==> src/rtl/gsc_pkg.sv <==
package gsc_pkg;

  typedef enum logic [2:0] {
    S_OFF,
    S_WAITOPEN,
    S_REC,
    S_TAIL,
    S_DONE
  } seq_state_t;

  typedef struct packed {
    logic active_high;
    logic fast;
    logic sync;
    logic mark;
  } cfg_t;

  // Delay-line tap for a latency: two synchroniser flops plus output register.
  function automatic int unsigned lat_tap(input logic fast, input logic sync,
                                          input int unsigned l_b, input int unsigned l_bs,
                                          input int unsigned l_f, input int unsigned l_fs);
    int unsigned lat;
    case ({fast, sync})
      2'b00:   lat = l_b;
      2'b01:   lat = l_bs;
      2'b10:   lat = l_f;
      default: lat = l_fs;
    endcase
    return lat - 3;
  endfunction

  // True when n is a whole number of blocks.
  function automatic logic on_block_edge(input logic [31:0] n, input logic fast,
                                         input int unsigned lg_b, input int unsigned lg_f);
    logic [31:0] mask;
    mask = (32'd1 << (fast ? lg_f : lg_b)) - 32'd1;
    return (n & mask) == 32'd0;
  endfunction

  // Byte to store for a write.
  function automatic logic [7:0] shape_sample(input logic [7:0] raw, input logic mark,
                                              input logic tail);
    if (mark && tail) return 8'h80;
    if (mark && raw == 8'h80) return 8'h81;
    return raw;
  endfunction

endpackage

==> src/rtl/gsc_gate_front.sv <==
module gsc_gate_front #(
  parameter int DLY_LEN = 32,
  localparam int TAP_W = $clog2(DLY_LEN)
) (
  input  logic             clk,
  input  logic             rst_n,
  input  logic             gate_i,
  input  logic             active_high,
  input  logic [TAP_W-1:0] tap,
  output logic             open_evt,
  output logic             close_evt
);

  logic               sync1_q, sync2_q;
  logic [DLY_LEN-1:0] line_q;
  logic [TAP_W-1:0]   tap_old;
  logic               act_new, act_old;

  always_ff @(posedge clk or negedge rst_n) begin
    if (!rst_n) begin
      sync1_q <= 1'b0;
      sync2_q <= 1'b0;
      line_q  <= '0;
    end else begin
      sync1_q <= gate_i;
      sync2_q <= sync1_q;
      line_q  <= {line_q[DLY_LEN-2:0], sync2_q};
    end
  end

  always_comb begin
    tap_old   = tap + 1'b1;
    act_new   = active_high ? line_q[tap] : ~line_q[tap];
    act_old   = active_high ? line_q[tap_old] : ~line_q[tap_old];
    open_evt  = act_new & ~act_old;
    close_evt = ~act_new & act_old;
  end


  open_twice_chk: assert property (@(posedge clk) disable iff (!rst_n)
    open_evt |=> !open_evt);

endmodule

==> src/rtl/gsc_seq.sv <==
module gsc_seq import gsc_pkg::*; #(
  parameter int CNT_W       = 20,
  parameter int BLK_LG_BASE = 4,
  parameter int BLK_LG_FAST = 5
) (
  input  logic             clk,
  input  logic             rst_n,
  input  logic             arm,
  input  cfg_t             cfg_in,
  input  logic [CNT_W-1:0] total_in,
  input  logic             open_evt,
  input  logic             close_evt,
  output cfg_t             cfg,
  output logic             write_now,
  output logic             tail_now,
  output logic [CNT_W-1:0] index,
  output logic             armed,
  output logic             done
);

  seq_state_t       state_q, state_d;
  logic [CNT_W-1:0] count_q, count_nx, total_q;
  cfg_t             cfg_q;
  logic             last_write, blk_end;

  always_comb begin
    count_nx   = count_q + 1'b1;
    last_write = (count_nx == total_q);
    blk_end    = on_block_edge(32'(count_nx), cfg_q.fast, BLK_LG_BASE, BLK_LG_FAST);
    write_now  = !arm && ((state_q == S_WAITOPEN && open_evt) ||
                          state_q == S_REC || state_q == S_TAIL);
    tail_now   = (state_q == S_REC && close_evt) || state_q == S_TAIL;
    state_d    = state_q;
    if (write_now) begin
      if (last_write)            state_d = S_DONE;
      else if (tail_now && blk_end) state_d = S_WAITOPEN;
      else if (tail_now)         state_d = S_TAIL;
      else                       state_d = S_REC;
    end
  end

  always_ff @(posedge clk or negedge rst_n) begin
    if (!rst_n) begin
      state_q <= S_OFF;
      count_q <= '0;
      total_q <= '0;
      cfg_q   <= '0;
    end else if (arm) begin
      cfg_q   <= cfg_in;
      total_q <= total_in;
      count_q <= '0;
      state_q <= (total_in == '0) ? S_DONE : S_WAITOPEN;
    end else begin
      state_q <= state_d;
      if (write_now) count_q <= count_nx;
    end
  end

  assign cfg   = cfg_q;
  assign index = count_q;
  assign armed = (state_q != S_OFF);
  assign done  = (state_q == S_DONE);

  logic [31:0] blk_mask;
  assign blk_mask = (32'd1 << (cfg_q.fast ? BLK_LG_FAST : BLK_LG_BASE)) - 32'd1;


  block_align_chk: assert property (@(posedge clk) disable iff (!rst_n)
    (state_q == S_WAITOPEN && ($past(state_q) == S_TAIL || $past(state_q) == S_REC))
      |-> ((32'(count_q) & blk_mask) == 32'd0));


  count_limit_chk: assert property (@(posedge clk) disable iff (!rst_n)
    armed |-> (count_q <= total_q));

endmodule

==> src/rtl/gsc_out.sv <==
module gsc_out import gsc_pkg::*; #(
  parameter int CNT_W = 20
) (
  input  logic             clk,
  input  logic             rst_n,
  input  logic             write_now,
  input  logic             tail_now,
  input  logic [CNT_W-1:0] index,
  input  logic [7:0]       sample,
  input  logic             mark,
  output logic             wr_valid,
  output logic [CNT_W-1:0] wr_addr,
  output logic [7:0]       wr_data
);

  logic wr_tail_q, wr_mark_q;

  always_ff @(posedge clk or negedge rst_n) begin
    if (!rst_n) begin
      wr_valid  <= 1'b0;
      wr_addr   <= '0;
      wr_data   <= '0;
      wr_tail_q <= 1'b0;
      wr_mark_q <= 1'b0;
    end else begin
      wr_valid  <= write_now;
      wr_tail_q <= tail_now;
      wr_mark_q <= mark;
      if (write_now) begin
        wr_addr <= index;
        wr_data <= shape_sample(sample, mark, tail_now);
      end
    end
  end


  marker_reserved_chk: assert property (@(posedge clk) disable iff (!rst_n)
    (wr_valid && wr_mark_q && !wr_tail_q) |-> (wr_data != 8'h80));

endmodule

==> src/rtl/gated_capture.sv <==
module gated_capture import gsc_pkg::*; #(
  parameter int CNT_W         = 20,
  parameter int LAT_BASE      = 8,
  parameter int LAT_BASE_SYNC = 13,
  parameter int LAT_FAST      = 16,
  parameter int LAT_FAST_SYNC = 26,
  parameter int BLK_LG_BASE   = 4,
  parameter int BLK_LG_FAST   = 5,
  parameter int DLY_LEN       = 32,
  localparam int TAP_W = $clog2(DLY_LEN)
) (
  input  logic             clk,
  input  logic             rst_n,
  input  logic             arm_i,
  input  logic             cfg_active_high_i,
  input  logic             cfg_fast_i,
  input  logic             cfg_sync_i,
  input  logic             cfg_mark_i,
  input  logic [CNT_W-1:0] cfg_total_i,
  input  logic             gate_i,
  input  logic [7:0]       sample_i,
  output logic             wr_valid_o,
  output logic [CNT_W-1:0] wr_addr_o,
  output logic [7:0]       wr_data_o,
  output logic             done_o
);

  cfg_t             cfg_in, cfg;
  logic             open_evt, close_evt;
  logic             write_now, tail_now, armed;
  logic [CNT_W-1:0] index;
  logic [TAP_W-1:0] tap;

  assign cfg_in = '{active_high: cfg_active_high_i, fast: cfg_fast_i,
                    sync: cfg_sync_i, mark: cfg_mark_i};
  assign tap = TAP_W'(lat_tap(cfg.fast, cfg.sync, LAT_BASE, LAT_BASE_SYNC,
                              LAT_FAST, LAT_FAST_SYNC));

  gsc_gate_front #(.DLY_LEN(DLY_LEN)) u_front (
    .clk        (clk),
    .rst_n      (rst_n),
    .gate_i     (gate_i),
    .active_high(cfg.active_high),
    .tap        (tap),
    .open_evt   (open_evt),
    .close_evt  (close_evt)
  );

  gsc_seq #(.CNT_W(CNT_W), .BLK_LG_BASE(BLK_LG_BASE), .BLK_LG_FAST(BLK_LG_FAST)) u_seq (
    .clk      (clk),
    .rst_n    (rst_n),
    .arm      (arm_i),
    .cfg_in   (cfg_in),
    .total_in (cfg_total_i),
    .open_evt (open_evt),
    .close_evt(close_evt),
    .cfg      (cfg),
    .write_now(write_now),
    .tail_now (tail_now),
    .index    (index),
    .armed    (armed),
    .done     (done_o)
  );

  gsc_out #(.CNT_W(CNT_W)) u_out (
    .clk      (clk),
    .rst_n    (rst_n),
    .write_now(write_now),
    .tail_now (tail_now),
    .index    (index),
    .sample   (sample_i),
    .mark     (cfg.mark),
    .wr_valid (wr_valid_o),
    .wr_addr  (wr_addr_o),
    .wr_data  (wr_data_o)
  );


  idle_quiet_chk: assert property (@(posedge clk) disable iff (!rst_n)
    !armed |=> !wr_valid_o);


  done_blocks_chk: assert property (@(posedge clk) disable iff (!rst_n)
    (done_o && !arm_i) |=> !wr_valid_o);

endmodule

==> config.mk <==
export PLATFORM = sky130hd
export DESIGN_NAME = gated_capture
export DESIGN_NICKNAME = d
export VERILOG_FILES = /design/src/rtl/gsc_pkg.sv /design/src/rtl/gsc_gate_front.sv /design/src/rtl/gsc_seq.sv /design/src/rtl/gsc_out.sv /design/src/rtl/gated_capture.sv
export SDC_FILE = /design/constraint.sdc
export NUM_CORES = 1
export LEC_CHECK = 0
export BUFFER_PORTS_ARGS = -buffer_cell sky130_fd_sc_hd__buf_2
export CAP_MARGIN = 20
export CORE_UTILIZATION = 58
export DETAILED_ROUTE_END_ITERATION = 10
export GPL_TIMING_DRIVEN = 0
export PLACE_DENSITY = 0.8
export SYNTH_ARGS = -nofsm -noshare
export SYNTH_HDL_FRONTEND = slang
export SYNTH_HIERARCHICAL = 1
export SYNTH_SLANG_ARGS = --single-unit
==> constraint.sdc <==
create_clock -name clk -period 5.3 [get_ports clk]
set_clock_uncertainty 0.05 [all_clocks]
set_input_delay 0 -clock clk [delete_from_list [all_inputs] [get_ports clk]]
set_output_delay 0 -clock clk [all_outputs]
set_load 0.01 [all_outputs]
==> impl_metrics.toml, run 1 <==
[placed_design]
io_buffers = 65
dp_worst_setup_slack_ns = 0.472
gp_congestion = 0.902
place_inst = 618
dp_hpwl_um = 7900
postPlaceCellArea_sq_um = 5890

[setup_path]
ff2ff_path_depth = 17
worst-r2r-setup-slack_ns = 0.46
reg2reg_from = "u_seq/cfg[2]"
cp_max_fo = 10
worstSetupPathType = "register to register"
end_kind = "register"
arrival_ns = 5.06
timing.rr.end = "u_out/wr_addr[13]"
worstPathRequired_ns = 5.51
cp-start-kind = "register"

[timing]
hold_ws_ns = 0.130
max_freq_mhz = 207
setup_viol = 0
rsz0062_at_grt = "false"
worstMarginPinSlew_ns = 0.792
relSlewSlack_pct = 47.0
min_period_ns = 4.84
final_hold_viol_count = 0
slew_violations = 0
finalCritPeriodShare_pct = 91.4
setup-tns-final_ns = 0
fin_ws_ns = 0.458

[layout]
fin_area_sq_um = 6450
nFillCells = 617
area_growth_pct = 19.5
drive_gt1_share_pct = 28.0
stdcell_count = 668
antenna_cells = 0
final_util_pct = 72.9
nets = 597

[pwr]
p_per_area_nw_per_um2 = 325
p_total_mw = 2.10
cellLeakagePower_nw = 2.98
irDropWorstVdd_v = 0.000168

[drt]
drc = 0
drt_iter0_drc = 133
wl_per_cell_um = 17.3
antenna_left = 0
first_pass_iters = 6
post_drt_via_cell_ratio = 5.72
vias = 3819
drt_wl_total_um = 11600

[floorplanning]
die_x_um = 98.5
io_pins = 66
std_cell_rows = 34
dieArea_sq_um = 9700
core-area_sq_um = 8850
die_h_um = 98.5
start_util_pct = 61.0

[grt]
antenna_found_initial = 0
grt_pass1_wl_um = 19500
grt_max_degree = 67
gr-total-overflow = 0
grt_pass1_vias = 4044
grt.total_usage_pct = 25.8

[cts]
insertion_delay_ns = 0.37
clkTransAtPathRegs_ns = 0.10
cts_resized = 0
cts_buffers = 9
cts_tree = "yes"
clockRootBuffer = "clkbuf_8"
h-tree-depth = 3
clock_sinks = 110
clockBufferDepth = 2

[yosys]
syn_area_sq_um = 5400
syn_inst = 444
synth.avg_cell_area_sq_um = 12.2
yosysWarnings = 6
syn-num-nets = 486

[min_path]
hp-class = "input pin to async pin"

[outcome]
status = "completed"

[job]
maxCapViolations = 0
-- critical path, cell delays in order, from the launching register on --
cell and delay, ns:
dfrtp_1 0.43, inv_1 0.06, ha_1 0.20, inv_1 0.27
ha_1 0.32, xor2_2 0.39, mux4_1 0.38, mux4_2 0.50
a211oi_2 0.28, nand3_1 0.10, o21ai_0 0.08, a21oi_1 0.10
or2_2 0.30, clkbuf_1 0.23, nor2_1 0.39, buf_6 0.21
buf_6 0.14, mux2_4 0.29
-- placed cells by master (no fill, tap or decap), types with 3 or more instances in the layout --
cell type and instances:
a22oi_1 4, nor4_1 6, dfrtp_1 110, clkbuf_8 9, mux2i_1 20, xor2_1 27
and3_1 5, a21oi_1 10, nand3_1 21, inv_1 11, nor2_1 23, nand4_1 6
buf_4 3, mux2_2 43, xnor2_1 23, or3_1 4, nand2_1 29, nor2b_1 6
mux4_1 8, nor3_1 5, buf_2 70, buf_6 4, clkbuf_1 7, ha_1 6
dlygate4sd3_1 34, o21ai_0 14
-- layer usage --
| metal | global-route usage, % | routed length, um | part of all wire, % | vias up |
|---|---|---|---|---|
| li1 | - | - | - | 1801 |
| met1 | 33.3 | 5050 | 44 | 1903 |
| met2 | 44.6 | 5940 | 51 | 105 |
| met3 | 4.75 | 476 | 4.1 | 10 |
| met4 | 7.81 | 98 | 0.85 | 0 |
| met5 | 0 | 0 | 0 | - |
-- cell type report --
class                           instances  area (sq um)  area share (%)
Timing Repair Buffer                  100           696            10.8
Inverter                               11          41.3           0.640
Tap cell                              108           135            2.09
Buffer                                 19           118            1.82
Multi-Input combinational cell        304          2490            38.6
Clock inverter                          6          93.8            1.45
Clock buffer                           10           128            1.98
Sequential cell                       110          2750            42.7
-- report_power, final --
part	total (mW)	internal, mW	switching, mW
sequential	0.982	0.920	0.0616
clock	0.551	0.270	0.281
combinational	0.563	0.266	0.298
-- sequential cells by signal, indices dropped and copies added, names as in the netlist --
name and flops:
u_front/sync2_q 1, u_seq/state_q 3, u_seq/index 20, u_front/sync1_q 1, u_out/wr_addr 20, u_seq/cfg 4, u_front/line_q 32, u_seq/total_q 20
u_out/wr_data 8, u_out/wr_valid 1
-- repair_timing --
item / CTS / global route
hold endpoints to repair: 78 / 0
hold buffers: 34 / 0
buffers inserted: 0 / 0
-- how the worst max path moves through the flow --
stage | from | end
floorplan | u_seq/cfg[2] | u_out/wr_addr[13]
finish | u_seq/cfg[2] | u_out/wr_addr[13]
global placement | u_seq/cfg[2] | u_out/wr_addr[13]
global route | u_seq/cfg[2] | u_out/wr_addr[13]
CTS | u_seq/cfg[2] | u_out/wr_addr[13]
detailed placement | u_seq/cfg[2] | u_out/wr_addr[13]
No activity file was read; power rests on OpenSTA's default activity.
==> run 2, diff against run 1 <==
--- a/config.mk
+++ b/config.mk
@@ -7,10 +7,11 @@
 export LEC_CHECK = 0
 export BUFFER_PORTS_ARGS = -buffer_cell sky130_fd_sc_hd__buf_2
 export CAP_MARGIN = 20
-export CORE_UTILIZATION = 58
+export CORE_UTILIZATION = 53
 export DETAILED_ROUTE_END_ITERATION = 10
 export GPL_TIMING_DRIVEN = 0
-export PLACE_DENSITY = 0.8
+export PLACE_DENSITY = 0.77
+export SETUP_SLACK_MARGIN = 0.1
 export SYNTH_ARGS = -nofsm -noshare
 export SYNTH_HDL_FRONTEND = slang
 export SYNTH_HIERARCHICAL = 1
==> constraint.sdc (replaced) <==
create_clock -name clk -period 4.1 [get_ports clk]
set_clock_uncertainty 0.05 [all_clocks]
set_input_delay 0 -clock clk [delete_from_list [all_inputs] [get_ports clk]]
set_output_delay 0 -clock clk [all_outputs]
set_load 0.01 [all_outputs]
==> run 2 against run 1 <==
The flow now finishes with violations (setup timing). Worst hold slack improved by 0.024 ns. Highest routed layer unchanged. Critical path type unchanged. Sequential cell count stayed put. Non-clock buffer count rose by 21. Wire length is 7.4% higher. Core utilization is 2.5 points lower.
==> impl_metrics.toml, run 2 (synthesized netlist as in run 1, its figures left out) <==
[placed_design]
gp_congestion = 0.855
dp_hpwl_um = 7860
dp_worst_setup_slack_ns = -0.416
io_buffers = 65

[layout]
nFillCells = 688
area_growth_pct = 28.1
nets = 619
layout_common_cells = "109 x dfrtp_1, 69 x buf_2, 37 x mux2_2"
regMostFlops = "u_front/line_q"
antenna_cells = 0
layout_commonest_cell = "dfrtp_1"
final_util_pct = 70.5
drive_gt1_share_pct = 36.9
largest_reg_flops = 32

[floorplanning]
start_util_pct = 55.0
die_x_um = 103
core-area_sq_um = 9820
dieArea_sq_um = 10600
io_pins = 66
die_h_um = 103
std_cell_rows = 36

[timing]
slew_violations = 0
rsz0062_at_grt = "true"
setup_viol = 23
finalCritPeriodShare_pct = 102
fin_ws_ns = -0.0643
final_hold_viol_count = 0
max_freq_mhz = 240
worstMarginPinSlew_ns = 0.739
min_period_ns = 4.16
relSlewSlack_pct = 50.7

[cts]
clkTransAtPathRegs_ns = 0.09
cts_buffers = 9
clockRootBuffer = "clkbuf_8"
insertion_delay_ns = 0.37
h-tree-depth = 3
clockBufferDepth = 2
cts_tree = "yes"
clock_sinks = 110

[setup_path]
worstSetupPathType = "register to register"
end_kind = "register"
worstPathRequired_ns = 4.31
arrival_ns = 4.38
cp_max_fo = 6
cp-start-kind = "register"

[grt]
grt_pass1_vias = 3945
grt_max_degree = 60
antenna_found_initial = 0
grt_pass1_wl_um = 19000
grt.total_usage_pct = 23.8
gr-total-overflow = 0

[pwr]
irDropWorstVdd_v = 0.000260
p_per_area_nw_per_um2 = 439
cellLeakagePower_nw = 3.14

[min_path]
hp-class = "input pin to async pin"

[drt]
drc = 0
met1_length_um = 5250
wl_per_cell_um = 17.4
met2_length_um = 6370
top_layer_used = "met4"
post_drt_via_cell_ratio = 5.55
antenna_left = 0
met3_length_um = 608
first_pass_iters = 5
drt_wl_total_um = 12400
vias = 3954
drt_iter0_drc = 151

[outcome]
violations = "setup timing"
status = "finished with violations"

[job]
maxCapViolations = 0
## run 2: changes by cell type in the layout (fill, tap and decap cells not counted), moves of 4 or more
cell     before  now
mux2_2       43   37
nand3_2       0    4
mux4_2        1    5
a21oi_2       0    4
buf_4         3   19
mux2_4        1    7
o21ai_0      14    9
a21oi_1      10    6
mux4_1        8    4
o21ai_1       2    6
nand3_1      21   17
## run 2: path summary, 6_finish.rpt
check / from / to / slack [ns] / cells past startpoint
setup reg to reg: u_seq/cfg[2] / u_out/wr_data[7] / -0.06 / 19
hold reg to reg: u_front/sync2_q / u_front/line_q[0] / 0.31 / 0
max in group asynchronous: rst_n / u_out/wr_addr[11] / 3.14 / 3
min in group clk: gate_i / u_front/sync1_q / 0.22 / 2
setup / recovery: u_seq/cfg[2] / u_out/wr_data[7] / -0.06 / 19
hold / removal: rst_n / u_front/line_q[30] / 0.15 / 2
## run 2: area by class of cell
cell class | instances | area, sq um | area share, %
multi-input combinational | 305 | 2720 | 39.4
timing repair buffer | 121 | 881 | 12.7
tap | 133 | 166 | 2.41
inverter | 11 | 43.8 | 0.633
sequential | 110 | 2750 | 39.8
buffer | 19 | 139 | 2.01
clock inverter | 4 | 72.6 | 1.05
clock buffer | 10 | 138 | 1.99
## run 2: power breakdown
group          internal [mW]  total [mW]  leakage [nW]  switching, mW
registers               1.19        1.28          1.38         0.0864
logic                  0.563        1.07          1.65          0.507
clock network          0.353       0.694         0.104          0.341
total                   2.11        3.04          3.14          0.935
## run 2: layer usage
metal / vias to the layer above / GRT usage, %
li1: 1842 / -
met1: 1975 / 29.8
met2: 118 / 41.2
met3: 19 / 5.42
met4: 0 / 7.15
met5: - / 0
## run 2: what timing repair did
action | 4_1_cts | 5_1_grt
gates cloned | 0 | 1
buffers inserted | 13 | 8
setup endpoints to repair | 51 | 45
resized for setup | 38 | 29
hold buffers | 34 | 0
endpoints found under the hold margin | 85 | 0
pin swaps | 14 | 16
## run 2: per-stage QoR
| stage | power (mW) | hold WS, ns | TNS, ns | area [sq um] | instances |
|---|---|---|---|---|---|
| global placement | 1.98 | 0.0624 | -7.67 | 5910 | 642 |
| floorplan | 1.79 | -0.346 | 0 | 5420 | 444 |
| CTS | 2.89 | 0.173 | -0.399 | 6720 | 704 |
| detailed placement | 2.01 | 0.0318 | -12.89 | 5940 | 643 |
| finish | 3.04 | 0.154 | -0.802 | 6920 | 713 |
| global route | 3.20 | 0.222 | -2.55 | 6920 | 713 |
## run 2: worst max-delay path: stages (launching register included)
cell	delay [ns]
dfrtp_1	0.43
inv_2	0.07
ha_4	0.19
xor2_4	0.16
ha_4	0.28
buf_8	0.12
mux4_2	0.50
mux4_2	0.52
a211oi_4	0.29
buf_4	0.15
or2_4	0.12
o21ai_2	0.06
a21oi_2	0.19
or2_4	0.16
buf_8	0.10
nor2_4	0.05
buf_6	0.17
buf_6	0.13
buf_6	0.12
o22a_1	0.19
